[src/rtl/split64_pkg.sv]
package split64_pkg;
  timeunit 1ns;
  timeprecision 100ps;

  localparam int HADDR_W = 8;
  localparam int HALF_W  = 32;
  localparam int WORD_W  = 2 * HALF_W;

  localparam logic [HADDR_W-1:0] OFS_DATA_HI = 8'h00;
  localparam logic [HADDR_W-1:0] OFS_DATA_LO = 8'h04;
  localparam logic [HADDR_W-1:0] OFS_CMD     = 8'h08;
  localparam logic [HADDR_W-1:0] OFS_CLEAR   = 8'h18;
  localparam logic [HADDR_W-1:0] OFS_STATUS  = 8'h1C;
  localparam logic [HADDR_W-1:0] OFS_IRQ     = 8'h20;

  localparam int STS_ERR_BIT  = 31;
  localparam int STS_BUSY_BIT = 0;

  typedef enum logic [1:0] {
    XS_IDLE  = 2'd0,
    XS_ISSUE = 2'd1,
    XS_WAIT  = 2'd2
  } xfer_state_e;

  typedef struct packed {
    logic        write;
    logic [30:0] addr;
  } cmd_word_t;
endpackage

[src/rtl/split64_rstsync.sv]
module split64_rstsync (
  input  logic clk,
  input  logic rst_n,
  output logic rst_sync_n
);
  timeunit 1ns;
  timeprecision 100ps;

  logic stage_q;

  always_ff @(posedge clk or negedge rst_n) begin
    if (!rst_n) begin
      stage_q    <= 1'b0;
      rst_sync_n <= 1'b0;
    end else begin
      stage_q    <= 1'b1;
      rst_sync_n <= stage_q;
    end
  end
endmodule

[src/rtl/split64_hostregs.sv]
module split64_hostregs
  import split64_pkg::*;
(
  input  logic               clk,
  input  logic               rst_n,
  input  logic               host_wr,
  input  logic [HADDR_W-1:0] host_addr,
  input  logic [HALF_W-1:0]  host_wdata,
  input  logic               load_valid,
  input  logic [WORD_W-1:0]  load_data,
  input  logic               busy,
  input  logic               err_q,
  output logic [WORD_W-1:0]  data_q,
  output logic               cmd_strobe,
  output logic               clear_strobe,
  output logic               irq_en_q,
  output logic [HALF_W-1:0]  host_rdata
);
  timeunit 1ns;
  timeprecision 100ps;

  logic              hi_we;
  logic              lo_we;
  logic              irq_we;
  logic              data_en;
  logic [WORD_W-1:0] data_d;

  // write decode
  always_comb begin
    hi_we        = host_wr && (host_addr == OFS_DATA_HI);
    lo_we        = host_wr && (host_addr == OFS_DATA_LO);
    irq_we       = host_wr && (host_addr == OFS_IRQ);
    cmd_strobe   = host_wr && (host_addr == OFS_CMD);
    clear_strobe = host_wr && (host_addr == OFS_CLEAR);
  end

  // staging next value: a returning read result takes the whole word
  always_comb begin
    data_d  = data_q;
    data_en = load_valid || hi_we || lo_we;
    if (load_valid) begin
      data_d = load_data;
    end else begin
      if (hi_we) data_d[WORD_W-1:HALF_W] = host_wdata;
      if (lo_we) data_d[HALF_W-1:0]      = host_wdata;
    end
  end

  always_ff @(posedge clk or negedge rst_n) begin
    if (!rst_n) begin
      data_q <= '0;
    end else if (data_en) begin
      data_q <= data_d;
    end
  end

  always_ff @(posedge clk or negedge rst_n) begin
    if (!rst_n) begin
      irq_en_q <= 1'b0;
    end else if (irq_we) begin
      irq_en_q <= host_wdata[0];
    end
  end

  // read mux
  always_comb begin
    host_rdata = '0;
    case (host_addr)
      OFS_DATA_HI: host_rdata = data_q[WORD_W-1:HALF_W];
      OFS_DATA_LO: host_rdata = data_q[HALF_W-1:0];
      OFS_STATUS: begin
        host_rdata[STS_ERR_BIT]  = err_q;
        host_rdata[STS_BUSY_BIT] = busy;
      end
      OFS_IRQ:     host_rdata[0] = irq_en_q;
      default:     host_rdata = '0;
    endcase
  end
endmodule

[src/rtl/split64_errflag.sv]
module split64_errflag (
  input  logic clk,
  input  logic rst_n,
  input  logic err_set,
  input  logic err_clear,
  output logic err_q
);
  timeunit 1ns;
  timeprecision 100ps;

  logic err_d;
  logic err_en;

  always_comb begin
    err_en = err_set || err_clear;
    err_d  = !err_clear;
  end

  always_ff @(posedge clk or negedge rst_n) begin
    if (!rst_n) begin
      err_q <= 1'b0;
    end else if (err_en) begin
      err_q <= err_d;
    end
  end
endmodule

[src/rtl/split64_xfer.sv]
module split64_xfer
  import split64_pkg::*;
#(
  parameter logic [30:0] ENGINE_BASE = 31'h0007_0000,
  parameter int          IDX_W       = 4,
  parameter int          TIMEOUT_CYC = 256
) (
  input  logic               clk,
  input  logic               rst_n,
  input  logic               cmd_strobe,
  input  logic [HALF_W-1:0]  cmd_word,
  input  logic               clear_strobe,
  input  logic [WORD_W-1:0]  data_q,
  input  logic               req_ready,
  input  logic               rsp_valid,
  input  logic               rsp_err,
  input  logic [WORD_W-1:0]  rsp_rdata,
  output logic               req_valid,
  output logic               req_write,
  output logic [IDX_W-1:0]   req_index,
  output logic [WORD_W-1:0]  req_wdata,
  output logic               load_valid,
  output logic [WORD_W-1:0]  load_data,
  output logic               busy,
  output logic               err_set
);
  timeunit 1ns;
  timeprecision 100ps;

  localparam int                TAG_W   = 31 - IDX_W;
  localparam logic [TAG_W-1:0]  WIN_TAG = TAG_W'(ENGINE_BASE >> IDX_W);
  localparam int                CNT_W   = $clog2(TIMEOUT_CYC + 2);
  localparam logic [CNT_W-1:0]  CNT_END = CNT_W'(TIMEOUT_CYC - 1);

  xfer_state_e       state_q, state_d;
  logic [CNT_W-1:0]  cnt_q, cnt_d;
  logic              cnt_en;
  logic              op_en;
  logic              op_write_q;
  logic [IDX_W-1:0]  op_index_q;
  logic [WORD_W-1:0] op_wdata_q;
  cmd_word_t         cmd;
  logic              in_window;
  logic              accept;
  logic              expired;
  logic              fail;

  always_comb begin
    cmd       = cmd_word_t'(cmd_word);
    in_window = (cmd.addr[30:IDX_W] == WIN_TAG);
    accept    = cmd_strobe && (state_q == XS_IDLE) && in_window;
    expired   = (cnt_q >= CNT_END);
  end

  // next-state logic
  always_comb begin
    state_d    = state_q;
    cnt_d      = cnt_q;
    cnt_en     = 1'b0;
    op_en      = 1'b0;
    load_valid = 1'b0;
    fail       = 1'b0;
    case (state_q)
      XS_IDLE: begin
        if (accept) begin
          state_d = XS_ISSUE;
          cnt_d   = '0;
          cnt_en  = 1'b1;
          op_en   = 1'b1;
        end
      end
      XS_ISSUE: begin
        cnt_en = 1'b1;
        cnt_d  = cnt_q + 1'b1;
        if (req_ready) begin
          state_d = XS_WAIT;
        end else if (expired) begin
          state_d = XS_IDLE;
          fail    = 1'b1;
        end
      end
      XS_WAIT: begin
        cnt_en = 1'b1;
        cnt_d  = cnt_q + 1'b1;
        if (rsp_valid) begin
          state_d    = XS_IDLE;
          fail       = rsp_err;
          load_valid = !rsp_err && !op_write_q;
        end else if (expired) begin
          state_d = XS_IDLE;
          fail    = 1'b1;
        end
      end
      default: state_d = XS_IDLE;
    endcase
    if (clear_strobe) begin
      state_d    = XS_IDLE;
      fail       = 1'b0;
      load_valid = 1'b0;
    end
  end

  always_comb begin
    err_set = (fail || (cmd_strobe && !accept)) && !clear_strobe;
  end

  always_ff @(posedge clk or negedge rst_n) begin
    if (!rst_n) begin
      state_q <= XS_IDLE;
    end else begin
      state_q <= state_d;
    end
  end

  always_ff @(posedge clk or negedge rst_n) begin
    if (!rst_n) begin
      cnt_q <= '0;
    end else if (cnt_en) begin
      cnt_q <= cnt_d;
    end
  end

  always_ff @(posedge clk or negedge rst_n) begin
    if (!rst_n) begin
      op_write_q <= 1'b0;
      op_index_q <= '0;
      op_wdata_q <= '0;
    end else if (op_en) begin
      op_write_q <= cmd.write;
      op_index_q <= cmd.addr[IDX_W-1:0];
      op_wdata_q <= data_q;
    end
  end

  always_comb begin
    busy      = (state_q != XS_IDLE);
    req_valid = (state_q == XS_ISSUE);
    req_write = op_write_q;
    req_index = op_index_q;
    req_wdata = op_wdata_q;
    load_data = rsp_rdata;
  end
endmodule

[src/rtl/split64_bridge.sv]
module split64_bridge
  import split64_pkg::*;
#(
  parameter logic [30:0] ENGINE_BASE = 31'h0007_0000,
  parameter int          IDX_W       = 4,
  parameter int          TIMEOUT_CYC = 256
) (
  input  logic               clk,
  input  logic               rst_n,
  input  logic               host_wr,
  input  logic [HADDR_W-1:0] host_addr,
  input  logic [HALF_W-1:0]  host_wdata,
  output logic [HALF_W-1:0]  host_rdata,
  output logic               irq,
  output logic               req_valid,
  input  logic               req_ready,
  output logic               req_write,
  output logic [IDX_W-1:0]   req_index,
  output logic [WORD_W-1:0]  req_wdata,
  input  logic               rsp_valid,
  input  logic               rsp_err,
  input  logic [WORD_W-1:0]  rsp_rdata
);
  timeunit 1ns;
  timeprecision 100ps;

  logic              rst_sync_n;
  logic [WORD_W-1:0] data_q;
  logic              cmd_strobe;
  logic              clear_strobe;
  logic              irq_en_q;
  logic              load_valid;
  logic [WORD_W-1:0] load_data;
  logic              busy;
  logic              err_set;
  logic              err_q;

  split64_rstsync u_rstsync (
    .clk        (clk),
    .rst_n      (rst_n),
    .rst_sync_n (rst_sync_n)
  );

  split64_hostregs u_regs (
    .clk          (clk),
    .rst_n        (rst_sync_n),
    .host_wr      (host_wr),
    .host_addr    (host_addr),
    .host_wdata   (host_wdata),
    .load_valid   (load_valid),
    .load_data    (load_data),
    .busy         (busy),
    .err_q        (err_q),
    .data_q       (data_q),
    .cmd_strobe   (cmd_strobe),
    .clear_strobe (clear_strobe),
    .irq_en_q     (irq_en_q),
    .host_rdata   (host_rdata)
  );

  split64_xfer #(
    .ENGINE_BASE (ENGINE_BASE),
    .IDX_W       (IDX_W),
    .TIMEOUT_CYC (TIMEOUT_CYC)
  ) u_xfer (
    .clk          (clk),
    .rst_n        (rst_sync_n),
    .cmd_strobe   (cmd_strobe),
    .cmd_word     (host_wdata),
    .clear_strobe (clear_strobe),
    .data_q       (data_q),
    .req_ready    (req_ready),
    .rsp_valid    (rsp_valid),
    .rsp_err      (rsp_err),
    .rsp_rdata    (rsp_rdata),
    .req_valid    (req_valid),
    .req_write    (req_write),
    .req_index    (req_index),
    .req_wdata    (req_wdata),
    .load_valid   (load_valid),
    .load_data    (load_data),
    .busy         (busy),
    .err_set      (err_set)
  );

  split64_errflag u_err (
    .clk       (clk),
    .rst_n     (rst_sync_n),
    .err_set   (err_set),
    .err_clear (clear_strobe),
    .err_q     (err_q)
  );

  assign irq = irq_en_q && err_q;
endmodule

[config.mk]
export PLATFORM = sky130hd
export DESIGN_NAME = split64_bridge
export DESIGN_NICKNAME = d
export VERILOG_FILES = /design/src/rtl/split64_pkg.sv /design/src/rtl/split64_rstsync.sv /design/src/rtl/split64_hostregs.sv /design/src/rtl/split64_errflag.sv /design/src/rtl/split64_xfer.sv /design/src/rtl/split64_bridge.sv
export SDC_FILE = /design/constraint.sdc
export NUM_CORES = 1
export LEC_CHECK = 0
export ABC_AREA = 1
export BUFFER_PORTS_ARGS = -buffer_cell sky130_fd_sc_hd__buf_2
export CAP_MARGIN = 40
export CORE_MARGIN = 10
export CORE_UTILIZATION = 30
export DETAILED_ROUTE_END_ITERATION = 10
export SYNTH_ARGS = -nofsm -noshare
export SYNTH_HDL_FRONTEND = slang
export SYNTH_SLANG_ARGS = --single-unit
[constraint.sdc]
create_clock -name clk -period 5.5 [get_ports clk]
set_input_delay 0.275 -clock clk [delete_from_list [all_inputs] [get_ports clk]]
set_output_delay 0.275 -clock clk [all_outputs]
set_load 0.03 [all_outputs]
==> summary.md, run 1 <==
| Metric | Value |
|---|---|
| Status | completed |
| Die area | 31630 um2 |
| Post-Syn Instances | 1004 |
| Headroom to the max-slew limit | 40.24% |
| Layout net count | 1305 |
| Critical path required time | 5.80 ns |
| Post-CTS setup buffer count | 0 |
| Chip height | 177.8 um |
| Top cells by area, synth | dfrtp_1 50%, nand2_1 18%, nor2_1 8.3% |
| Final-report hold violation count | 0 |
| Max VDD drop | 0.0001530 V |
| Commonest non-fill, non-tap cell in the layout | nand2_1 |
| CTS sink cnt | 148 |
| Hold endpoint | u_xfer.req_index[3]$_DFFE_PN0P_ |
| Grt total ovfl | 0 |
| Initial core utilization | 30.65% |
| Top cell type's share of synthesized area | 49.55% |
| HP Start | host_wdata[3] |
| Power per Cell Area | 357.7 nW/um2 |
| Cells on Worst Hold Path | 3 |
| Placed insts | 1493 |
| Hold Crit Class | in2reg |
| Cell Area, Synth | 7475 um2 |
| Unrepaired setup endpoints after global routing | false |
| Skew-Pair Late Insertion Delay | 0.43 ns |
| Min Tclk post-route | 3.149 ns |
| Post-Layout Cell Count | 1525 |
| Mapped Nets | 1120 |
| CTS Hold Bufs | 1 |
| Largest net degree at the start of global routing | 76 |
| CTS Buf Count | 17 |
| Initial drt markers | 506 |
| Total GRT Usage | 16.99% |
| Vias in the first global route | 7395 |
| Worst reg2reg path depth | 10 |
| Number of synthesized flops with an enable pin | 0 |
| Worst-margin pin slew | 0.8963 ns |
| Number of antenna diodes | 0 |
| Routed vias | 7303 |
| Slew Limit Fails | 0 |
| Most frequent cells in the layout | 356 x nand2_1, 212 x buf_2, 165 x nor2_1 |
| Post-Layout Inst Area | 9488 um2 |
| Crit end category | flop |
| Top FF cell, synth | dfrtp_1 |
| Core box area | 24390 um2 |
| Yosys reg bits | 148 |
| Fin crit share | 57.26% |
| Clock transition at path regs | 0.07 ns |
| FILL cells | 2600 |
| DRC violations left | 0 |
| Post-Route WL | 26.96 mm |
| First-pass GRT wire length | 42.04 mm |
| CTS H-tree lvls | 4 |
| F_max | 317.5 MHz |
| P_leak | 5.473 nW |
| Worst reg-to-reg setup slack | 2.35 ns |
| Antenna viol nets, final | 0 |
| Die width | 177.8 um |
| WL/cell | 17.68 um |
| Post-CTS Resized | 0 |
| Avg Vias per Cell | 4.789 |
| DP Area | 8841 um2 |
| CP Data Arrival Time | 3.45 ns |
| IO Count | 213 |
| Clock root buffer | clkbuf_16 |
| Port Buffers | 212 |
| Startpoint Class | flop |
| Gp weighted congestion | 0.8254 |
| Worst-path fanout max | 33 |
| Mapped Avg Cell Area | 7.445 um2 |
| Router iterations before antenna repair | 5 |
| R2r endpoint | u_regs.data_q[16]$_DFFE_PN0P_ |
| Critical path class | reg2reg |
| Total negative slack | 0 ns |
| Seq/Total Area, Yosys | 49.55% |
| Max_cap viols | 0 |
| Yosys top cell by area | dfrtp_1 |
| Fraction of layout cells with a size suffix above 1 | 22.56% |
| Setup violators final | 0 |
| RR Startpoint | u_xfer.state_q[0]$_DFFE_PN0P_ |
| Async set or reset register ratio after synthesis | 100.0% |
| Hold WS | 0.1092 ns |
| CTS tree | yes |
| Clock Skew | 0.01304 ns |
| Hpwl dp | 18.35 mm |
| Distinct cells, synth | 28 |
| Synth warn | 0 |
| Cell Rows | 57 |
| Area grow syn2layout | 26.93% |
| CTS Buffer Depth | 2 |
| Initial antenna violation count | 0 |
| Design Power | 3.394 mW |
-- power by group --
group	switching (mW)	leakage (nW)	total (mW)	internal [mW]
logic	0.355	3.21	0.564	0.209
clock network	0.482	0.300	1.29	0.806
registers	0.212	1.97	1.54	1.33
total	1.05	5.47	3.39	2.34
-- critical path: stages, from the launching register on --
cell	delay, ns
dfrtp_1	0.42
inv_1	0.12
ha_1	0.21
inv_1	0.08
nor4_4	0.17
nand2_2	0.30
buf_16	0.27
nand2_2	0.65
inv_2	0.54
nand2_1	0.18
nand2_1	0.07
-- cell families (layout without fill, tap and decap cells) --
| logic type | Yosys count | in the layout | synth area share [%] |
|---|---|---|---|
| DFF | 148 | 148 | 49.55 |
| other | 1 | 1 | 0.05017 |
| adders and majority gates | 6 | 6 | 1.004 |
| AOI/OAI and AO/OA | 109 | 109 | 8.504 |
| and+or+nand+nor | 631 | 631 | 34.30 |
| xor gates and xnor gates | 4 | 4 | 0.4686 |
| buffers and inverters | 105 | 302 | 6.126 |
-- cells in the mapped netlist (4+ instances only) --
cell,instances
a21oi_1,72
a22o_1,23
buf_1,4
buf_2,33
clkbuf_1,16
dfrtp_1,148
ha_1,6
inv_1,44
inv_2,4
nand2_1,356
nand2_2,5
nand3_1,86
nand4_1,5
nor2_1,165
o21ai_0,12
xor2_1,4
-- routing by layer --
metal / GRT usage, % / vias up / wire [um] / part of all wire [%]
met5: 0 / - / 0 / 0
met4: 4.515 / 0 / 280 / 1.0
met3: 4.484 / 22 / 1804 / 6.7
met2: 27.81 / 223 / 12770 / 47
met1: 21.71 / 3486 / 12110 / 45
li1: - / 3572 / - / -
-- layout make-up --
class / count / area, um2 / area share (%)
Clock inverter: 12 / 203.9 / 2.150
Timing Repair Buffer: 223 / 1219 / 12.84
Clock buffer: 19 / 432.9 / 4.563
Sequential cell: 148 / 3707 / 39.07
Multi-Input combinational cell: 751 / 3339 / 35.20
Tap cell: 324 / 405.4 / 4.273
Inverter: 48 / 180.2 / 1.899
-- stage by stage --
stage          setup WS (ns)  util (%)
2_1_floorplan          1.071         -
3_3_place_gp           1.951     35.91
3_5_place_dp           2.250     36.25
4_1_cts                2.339     38.90
5_1_grt                2.073     38.90
6_report               2.351     38.90
-- sequential cells by signal, summed over array words and instances, names as in the netlist --
register / flops
u_xfer.state_q: 2
u_xfer.req_index: 4
u_xfer.req_wdata: 64
u_err.err_q: 1
u_xfer.cnt_q: 9
u_xfer.req_write: 1
u_regs.data_q: 64
u_rstsync.stage_q: 1
u_regs.irq_en_q: 1
u_rstsync.rst_sync_n: 1
-- worst max path at each step --
| stage | from | endpoint | slack (ns) |
|---|---|---|---|
| final | u_xfer.state_q[0]$_DFFE_PN0P_ | u_regs.data_q[16]$_DFFE_PN0P_ | 2.35 |
| after global routing | u_xfer.state_q[0]$_DFFE_PN0P_ | u_regs.data_q[10]$_DFFE_PN0P_ | 2.07 |
| after CTS | u_xfer.state_q[0]$_DFFE_PN0P_ | u_regs.data_q[16]$_DFFE_PN0P_ | 2.34 |
| after detailed placement | host_addr[1] | u_regs.data_q[16]$_DFFE_PN0P_ | 2.25 |
| after global placement | host_addr[1] | u_regs.data_q[8]$_DFFE_PN0P_ | 1.95 |
| after floorplan | u_rstsync.rst_sync_n$_DFF_PN0_ | u_err.err_q$_DFFE_PN0P_ | 1.07 |
Power figures use the tool's default switching activity.
==> run 2: changes to the inputs <==
Clock period 5.5 ns to 3.3 ns, I/O delays scaled along.
==> summary.md, run 2 (synthesized netlist as in run 1, its figures left out) <==
| Metric | Value |
|---|---|
| Hpwl dp | 18.49 mm (+0.78%) |
| Router iterations before antenna repair | 5 (unchanged) |
| Design Power | 5.560 mW (+64%) |
| CTS tree | yes |
| Vias in the first global route | 7585 (+2.6%) |
| DRC violations left | 0 (unchanged) |
| P_leak | 5.466 nW (-0.12%) |
| Total GRT Usage | 17.19% (+0.20 points) |
| Sequence of cells on the critical path | inv_1, ha_1, nand2_1, nor2_1, nand2_1, nor2_4, nand2_4, nand2_1, nand2_1, o21ai_0 |
| IO Count | 213 (unchanged) |
| Post-Route WL | 27.32 mm (+1.3%) |
| Worst-path fanout max | 59 (+79%) |
| CTS H-tree lvls | 4 (unchanged) |
| Placed insts | 1497 (+0.27%) |
| Grt total ovfl | 0 (unchanged) |
| Die area | 31630 um2 (unchanged) |
| Critical path required time | 3.59 ns (-2.21 ns) |
| Initial drt markers | 477 (-5.7%) |
| Skew-Pair Late Insertion Delay | 0.42 ns (about the same) |
| Slew Limit Fails | 0 (unchanged) |
| Core box area | 24390 um2 (unchanged) |
| HP Start | host_wdata[0] |
| WL/cell | 17.83 um (+0.88%) |
| CTS Buffer Depth | 2 (unchanged) |
| Die width | 177.8 um (unchanged) |
| Fin crit share | 72.04% (+15 points) |
| Max_cap viols | 0 (unchanged) |
| Critical path's slowest cell | nand2_4 |
| CP Data Arrival Time | 2.67 ns (-0.78 ns) |
| Cells on Worst Hold Path | 3 (unchanged) |
| Worst reg-to-reg setup slack | 0.92 ns (-1.43 ns) |
| Unrepaired setup endpoints after global routing | false |
| Headroom to the max-slew limit | 40.89% (+0.65 points) |
| Initial antenna violation count | 0 (unchanged) |
| Gp weighted congestion | 0.8117 (-1.7%) |
| Port Buffers | 212 (unchanged) |
| CTS Buf Count | 17 (unchanged) |
| Power per Cell Area | 586.9 nW/um2 (+64%) |
| Area grow syn2layout | 26.75% |
| F_max | 420.6 MHz (+32%) |
| Worst reg2reg path depth | 10 (unchanged) |
| First-pass GRT wire length | 42.55 mm (+1.2%) |
| Crit end category | flop |
| Routed vias | 7364 (+0.84%) |
| Startpoint Class | flop |
| Status | completed |
| Post-CTS Resized | 0 (unchanged) |
| FILL cells | 2581 (-0.73%) |
| Chip height | 177.8 um (unchanged) |
| CTS sink cnt | 148 (unchanged) |
| Largest net degree at the start of global routing | 73 (-3.9%) |
| Antenna viol nets, final | 0 (unchanged) |
| Number of antenna diodes | 0 (unchanged) |
| Min Tclk post-route | 2.377 ns (-0.7721 ns) |
| Worst-margin pin slew | 0.8866 ns (-0.009691 ns) |
| Clock transition at path regs | 0.07 ns (about the same) |
| Most frequent cells in the layout | 356 x nand2_1, 212 x buf_2, 165 x nor2_1 |
| Post-Layout Cell Count | 1532 (+0.46%) |
| Hold endpoint | u_regs.irq_en_q$_DFFE_PN0P_ |
| Total negative slack | 0 ns (unchanged) |
| Hold WS | 0.01595 ns (-0.09324 ns) |
| Buf/Inv on CP | 1 (-3) |
| Hold Crit Class | in2reg |
| Initial core utilization | 30.65% (unchanged) |
| Layout net count | 1311 (+0.46%) |
| R2r endpoint | u_xfer.cnt_q[5]$_DFFE_PN0P_ |
| CP peak stage delay | 0.52 ns (-0.13 ns) |
| Cell Rows | 57 (unchanged) |
| Avg Vias per Cell | 4.807 (+0.37%) |
| Max VDD drop | 0.0002938 V (+92%) |
| Commonest non-fill, non-tap cell in the layout | nand2_1 |
| Clock Skew | 0.01455 ns (+0.001505 ns) |
| Clock root buffer | clkbuf_16 |
| RR Startpoint | u_xfer.state_q[0]$_DFFE_PN0P_ |
| Setup violators final | 0 (unchanged) |
| Fraction of layout cells with a size suffix above 1 | 22.93% (+0.37 points) |
| Delay-heaviest family, CP | simple AND/OR/NAND/NOR gates |
| Final-report hold violation count | 0 (unchanged) |
| Most frequent CP cell | nand2_1 |
| Critical path class | reg2reg |
-- run 2: cell types whose count changed in the layout (fill, tap and decap cells not counted), moves of 2 or more --
cell	delta
dlygate4sd3_1	+2
clkinvlp_4	+2
buf_16	-3
buf_4	+6
bufinv_16	-2
clkbuf_8	+3
-- run 2: layout make-up --
type / instances / area [um2] / area share (%)
sequential: 148 / 3707 / 39.13
multi-input combinational: 751 / 3339 / 35.25
timing repair buffer: 229 / 1221 / 12.89
clock buffer: 21 / 470.5 / 4.966
tap: 324 / 405.4 / 4.279
inverter: 48 / 180.2 / 1.902
clock inverter: 11 / 150.1 / 1.585
-- run 2: power breakdown --
group          switching, mW  internal (mW)
registers              0.349           2.22
clock network          0.800           1.25
logic                  0.593          0.347
total                   1.74           3.82
-- run 2: timing repair --
item,in CTS,in global routing
buffers inserted,0,0
hold buffers,3,0
hold endpoints to repair,4,0
-- run 2: worst max path at each step --
stage / start / end / slack [ns] / depth (start not counted)
global placement: u_xfer.state_q[0]$_DFFE_PN0P_ / u_xfer.cnt_q[8]$_DFFE_PN0P_ / 0.97 / 10
floorplan: u_rstsync.rst_sync_n$_DFF_PN0_ / u_err.err_q$_DFFE_PN0P_ / 0.85 / 0
CTS: u_xfer.state_q[0]$_DFFE_PN0P_ / u_xfer.cnt_q[8]$_DFFE_PN0P_ / 0.90 / 10
finish: u_xfer.state_q[0]$_DFFE_PN0P_ / u_xfer.cnt_q[5]$_DFFE_PN0P_ / 0.92 / 10
detailed placement: u_xfer.state_q[0]$_DFFE_PN0P_ / u_xfer.cnt_q[8]$_DFFE_PN0P_ / 0.93 / 10
global route: u_xfer.state_q[0]$_DFFE_PN0P_ / u_xfer.cnt_q[5]$_DFFE_PN0P_ / 0.62 / 10
-- run 2: metrics by stage --
stage	setup WS, ns	utilization [%]	cell area, um2
finish	0.9227	38.84	9474
detailed placement	0.9302	36.18	8823
global route	0.6215	38.84	9474
floorplan	0.8451	-	7476
CTS	0.9020	38.84	9474
global placement	0.9696	36.09	8803
-- run 2: per-layer routing --
metal,vias to the layer above,part of all wire (%),track usage (%)
met1,3526,45,21.67
met5,-,0,0
met2,238,48,28.93
met3,29,6.2,3.506
met4,0,1.4,5.314
li1,3571,-,-
-- run 2: worst min-delay path, stage by stage --
cell	delay [ns]
buf_2	0.11
inv_1	0.04
o21ai_0	0.08
